<file path="src/rtl/spk_pkg.sv">
package spk_pkg;

  typedef enum logic [1:0] {
    SYM_IDLE  = 2'b00,
    SYM_SPIKE = 2'b01,
    SYM_ANTI  = 2'b10,
    SYM_BAD   = 2'b11
  } sym_t;

  // spikes a relay delivers for one input symbol
  function automatic logic [1:0] relay_charge(logic [1:0] s);
    case (s)
      SYM_SPIKE: relay_charge = 2'd2;
      SYM_ANTI:  relay_charge = 2'd1;
      default:   relay_charge = 2'd0;
    endcase
  endfunction

  // count-based firing table of the output neuron
  function automatic logic [1:0] fire_rule(int unsigned cnt, int unsigned n, bit nor_mode);
    if (cnt < n || cnt > 2 * n) fire_rule = SYM_IDLE;
    else if (nor_mode)          fire_rule = (cnt == n) ? SYM_SPIKE : SYM_ANTI;
    else                        fire_rule = (cnt == 2 * n) ? SYM_ANTI : SYM_SPIKE;
  endfunction

endpackage

</file>
<file path="src/rtl/spk_relay.sv">
module spk_relay
  import spk_pkg::*;
(
  input  logic       clk,
  input  logic       rst_n,
  input  logic [1:0] sym_i,
  output logic [1:0] charge_o
);
  logic [1:0] sym_q;

  always_ff @(posedge clk or negedge rst_n) begin
    if (!rst_n) begin
      sym_q    <= SYM_IDLE;
      charge_o <= 2'd0;
    end else begin
      sym_q    <= sym_i;
      charge_o <= relay_charge(sym_q);
    end
  end

  // a double charge can only come from a spike two edges earlier
  p_double_from_spike_r3: assert property (@(posedge clk) disable iff (!rst_n)
    (charge_o == 2'd2) |-> ($past(sym_i, 2) == SYM_SPIKE));

  // a single charge can only come from an anti-spike two edges earlier
  p_single_from_anti_r3: assert property (@(posedge clk) disable iff (!rst_n)
    (charge_o == 2'd1) |-> ($past(sym_i, 2) == SYM_ANTI));

  p_charge_legal_r3: assert property (@(posedge clk) disable iff (!rst_n)
    charge_o != 2'd3);
endmodule

</file>
<file path="src/rtl/spk_out_neuron.sv">
module spk_out_neuron
  import spk_pkg::*;
#(
  parameter int unsigned N_IN     = 2,
  parameter bit          NOR_MODE = 1'b0,
  localparam int unsigned CW      = $clog2(2 * N_IN + 1)
) (
  input  logic              clk,
  input  logic              rst_n,
  input  logic [2*N_IN-1:0] charge_i,
  output logic [1:0]        out_sym
);
  logic [CW-1:0] spike_sum;
  logic [1:0]    fire_sym;
  logic          fire_now;

  always_comb begin
    spike_sum = '0;
    for (int i = 0; i < int'(N_IN); i++)
      spike_sum = spike_sum + CW'(charge_i[2*i +: 2]);
  end

  assign fire_sym = fire_rule(32'(spike_sum), N_IN, NOR_MODE);
  assign fire_now = (fire_sym != SYM_IDLE);

  always_ff @(posedge clk or negedge rst_n) begin
    if (!rst_n) out_sym <= SYM_IDLE;
    else        out_sym <= fire_now ? fire_sym : SYM_IDLE;
  end

  p_no_bad_code_r1: assert property (@(posedge clk) disable iff (!rst_n)
    out_sym != SYM_BAD);

  p_fire_needs_quorum_r6: assert property (@(posedge clk) disable iff (!rst_n)
    (out_sym != SYM_IDLE) |-> (32'($past(spike_sum)) >= N_IN));

  generate
    if (NOR_MODE) begin : g_nor
      p_nor_spike_only_at_n_r5: assert property (@(posedge clk) disable iff (!rst_n)
        (out_sym == SYM_SPIKE) |-> (32'($past(spike_sum)) == N_IN));
    end else begin : g_nand
      p_nand_anti_only_at_full_r4: assert property (@(posedge clk) disable iff (!rst_n)
        (out_sym == SYM_ANTI) |-> (32'($past(spike_sum)) == 2 * N_IN));
    end
  endgenerate
endmodule

</file>
<file path="src/rtl/spk_gate.sv">
module spk_gate
  import spk_pkg::*;
#(
  parameter int unsigned N_IN     = 2,
  parameter bit          NOR_MODE = 1'b0
) (
  input  logic              clk,
  input  logic              rst_n,
  input  logic [2*N_IN-1:0] in_sym,
  output logic [1:0]        out_sym
);
  logic [2*N_IN-1:0] relay_charge_w;

  generate
    for (genvar g = 0; g < int'(N_IN); g++) begin : g_relay
      spk_relay u_relay (
        .clk      (clk),
        .rst_n    (rst_n),
        .sym_i    (in_sym[2*g +: 2]),
        .charge_o (relay_charge_w[2*g +: 2])
      );
    end
  endgenerate

  spk_out_neuron #(.N_IN(N_IN), .NOR_MODE(NOR_MODE)) u_out (
    .clk      (clk),
    .rst_n    (rst_n),
    .charge_i (relay_charge_w),
    .out_sym  (out_sym)
  );

  // the first result after reset cannot be a firing
  p_idle_after_reset_r8: assert property (@(posedge clk)
    $rose(rst_n) |-> (out_sym == SYM_IDLE));
endmodule

</file>
<file path="config.mk">
export PLATFORM = sky130hd
export DESIGN_NAME = spk_gate
export DESIGN_NICKNAME = d
export VERILOG_FILES = /design/src/rtl/spk_pkg.sv /design/src/rtl/spk_relay.sv /design/src/rtl/spk_out_neuron.sv /design/src/rtl/spk_gate.sv
export SDC_FILE = /design/constraint.sdc
export NUM_CORES = 1
export LEC_CHECK = 0
export ABC_AREA = 1
export BUFFER_PORTS_ARGS = -buffer_cell sky130_fd_sc_hd__buf_4
export CAP_MARGIN = 20
export CORE_AREA = 2 2 39 41
export CTS_BUF_LIST = sky130_fd_sc_hd__clkbuf_4
export DETAILED_ROUTE_END_ITERATION = 10
export DIE_AREA = 0 0 41 43
export GPL_ROUTABILITY_DRIVEN = 0
export PLACE_DENSITY_LB_ADDON = 0.25
export SYNTH_ARGS = -nofsm -noshare
export SYNTH_HDL_FRONTEND = slang
export SYNTH_SLANG_ARGS = --single-unit
</file>
<file path="constraint.sdc">
create_clock -name clk -period 3.35 [get_ports clk]
set_input_delay 0.5025 -clock clk [delete_from_list [all_inputs] [get_ports clk]]
set_output_delay 0.5025 -clock clk [all_outputs]
set_load 0.005 [all_outputs]
</file>
==> metrics.txt <==
outcome=completed; post-layout util=0.318; CTS max path bufs=2; overall power=229 uW; Slew @ Worst Pin=approximately 130 ps; WS Path Type=reg2reg; Max IR drop VDD=between 0.15 and 0.2 mV; layout net count=47; # DRC=0; Initial DRC Count=5; Mapped Cells=27; clock-pin slew on the worst setup and hold paths=70 ps; R2R Path End=u_out.out_sym[1]; Detailed Route WL=approximately 460 um; MaxCap Viol Count=0; # rows=14; Critical Path RT=approximately 3500 ps; initial core utilization=0.247; Critical Path Stages=5; largest net degree at the start of global routing=11; Slowest-stage cell, CP=fa_1; commonest non-fill, non-tap cell in the layout=dfrtp_1; Yosys cell types=8; achievable clock frequency=785 MHz; most frequent cells in the layout=dfrtp_1, inv_1, buf_4; Sink Count=10; Seq cells post-synth=10; Slew headroom=0.912; IO Port Bufs=7; R2R Setup Slk=~2100 ps; Vias/cell=3.69; Max Slew Vio Count=0; post-CTS sizing=0; mean post-synth cell area=12.7 sq um; RSZ-0062 raised after global routing=false; drt pass-1 iters=3; PwrDens=around 520 mW/mm^2; DIE HEIGHT=43 um; CTS Hold Bufs=0; worst slack, placed=2070 ps; layout cells sized above 1=0.316; vias=199; fin worst setup slack=2080 ps; full die area=between 0.0015 and 0.002 sq mm; HP Class=in2async; Worst Path Arrival=1440 ps; Max FO, Critical Path=2; Post-DP Area=a little over 400 sq um; Setup Buffers After CTS=0; Final Skew=10.5 ps; Core Footprint=0.00138 sq mm; CP Capture Point=u_out.out_sym[1]; leakage power figure=0.000236 uW; CTS tree=built; DR WL/cell=8.46 um; Worst setup EP type=register; CP top delay family=adder cells; grt total ovfl=0; Fin. Hold Viols=0; total negative slack=0 ps; initial antenna violation count=0; total nets after synthesis=35; final HPWL from detailed placement=355 um; synth warn=0; Worst setup startpoint=g_relay[1].u_relay.charge_o[0]; Boundary Pins=8; endpoints failing setup=0; ant diodes=0; clock latency on the worst-skew pair=260 ps; CTS Root Cell=clkbuf_4; CTS Buf Count=3; Seq/Total Area, Yosys=0.733; Die W=41 um; total global routing track utilization=0.0797; post-route cell area=440 sq um; min cycle time layout=1270 ps; CP bufs+invs=1; crit-path max cell delay=420 ps; CP startpoint kind=register; CP Cell Sequence=ha_1 -> inv_1 -> fa_1 -> nand2_1 -> nor2_2; R2R depth=5; Max H-tree Level=1; Layout area overhead=28.9%; vias in the first global route=230; first-pass GRT wire length=862 um; post-route ant nets=0; cell area after synthesis=342 sq um; Final Cycle Share=0.380; reg2reg start=g_relay[1].u_relay.charge_o[0]
==> per-layer routing <==
layer  up-vias  part of all wire  global-route usage
met5         -                 0                   0
met4         0                 0              0.0600
met3         0             0.096              0.0471
met2         8              0.53               0.113
met1        96              0.37              0.0816
li1         95                 -                   -
==> kinds of logic after synthesis <==
logic type | count (synthesis) | share of synthesized area
adder cells (fa/ha/maj) | 2 | 0.0952
buffers and inverters | 8 | 0.0879
flip-flops | 10 | 0.733
AND/OR/NAND/NOR | 7 | 0.0843
==> layout make-up <==
class	count	area (sq um)
fillers	143	943
flip-flops and latches	10	250
multi-input cells	9	61.3
repair buffers	7	52.6
inverters	8	30.0
clock buffers	3	22.5
well taps	16	20.0
clock inverters	1	3.75
==> sequential cells by signal (all words and copies together), names as in the netlist <==
name and count:
g_relay.u_relay.charge_o 4, g_relay.u_relay.sym_q 4, u_out.out_sym 2
==> power by group <==
group,switching (uW),internal [uW],leakage [uW]
clock network,39.3,42.9,0.0000154
registers,2.55,127,0.000124
logic,7.91,9.13,0.0000959
==> through the flow <==
stage / hold slack (ps) / cells
finish: 50.9 / 54
global route: 54.7 / 54
CTS: 49.8 / 54
detailed placement: 339 / 50
global placement: 334 / 50
floorplan: 207 / 27
==> synthesized netlist by cell type <==
cell | number | area [sq um]
ha_1 | 1 | 12.5
fa_1 | 1 | 20.0
inv_1 | 7 | 26.3
inv_2 | 1 | 3.75
nand2_1 | 1 | 3.75
dfrtp_1 | 10 | 250
nor2_1 | 5 | 18.8
nor2_2 | 1 | 6.26
==> worst min-delay path by stage <==
stage                     cells past startpoint  slack, ps                             end  start
after detailed placement                      1        340                u_out.out_sym[0]  rst_n
after CTS                                     1         50                u_out.out_sym[0]  rst_n
after global routing                          1         50                u_out.out_sym[0]  rst_n
final                                         1         50                u_out.out_sym[0]  rst_n
after global placement                        1        330  g_relay[0].u_relay.charge_o[1]  rst_n
after floorplan                               0        210  g_relay[0].u_relay.charge_o[0]  rst_n
No activity file was read; power rests on OpenSTA's default activity.
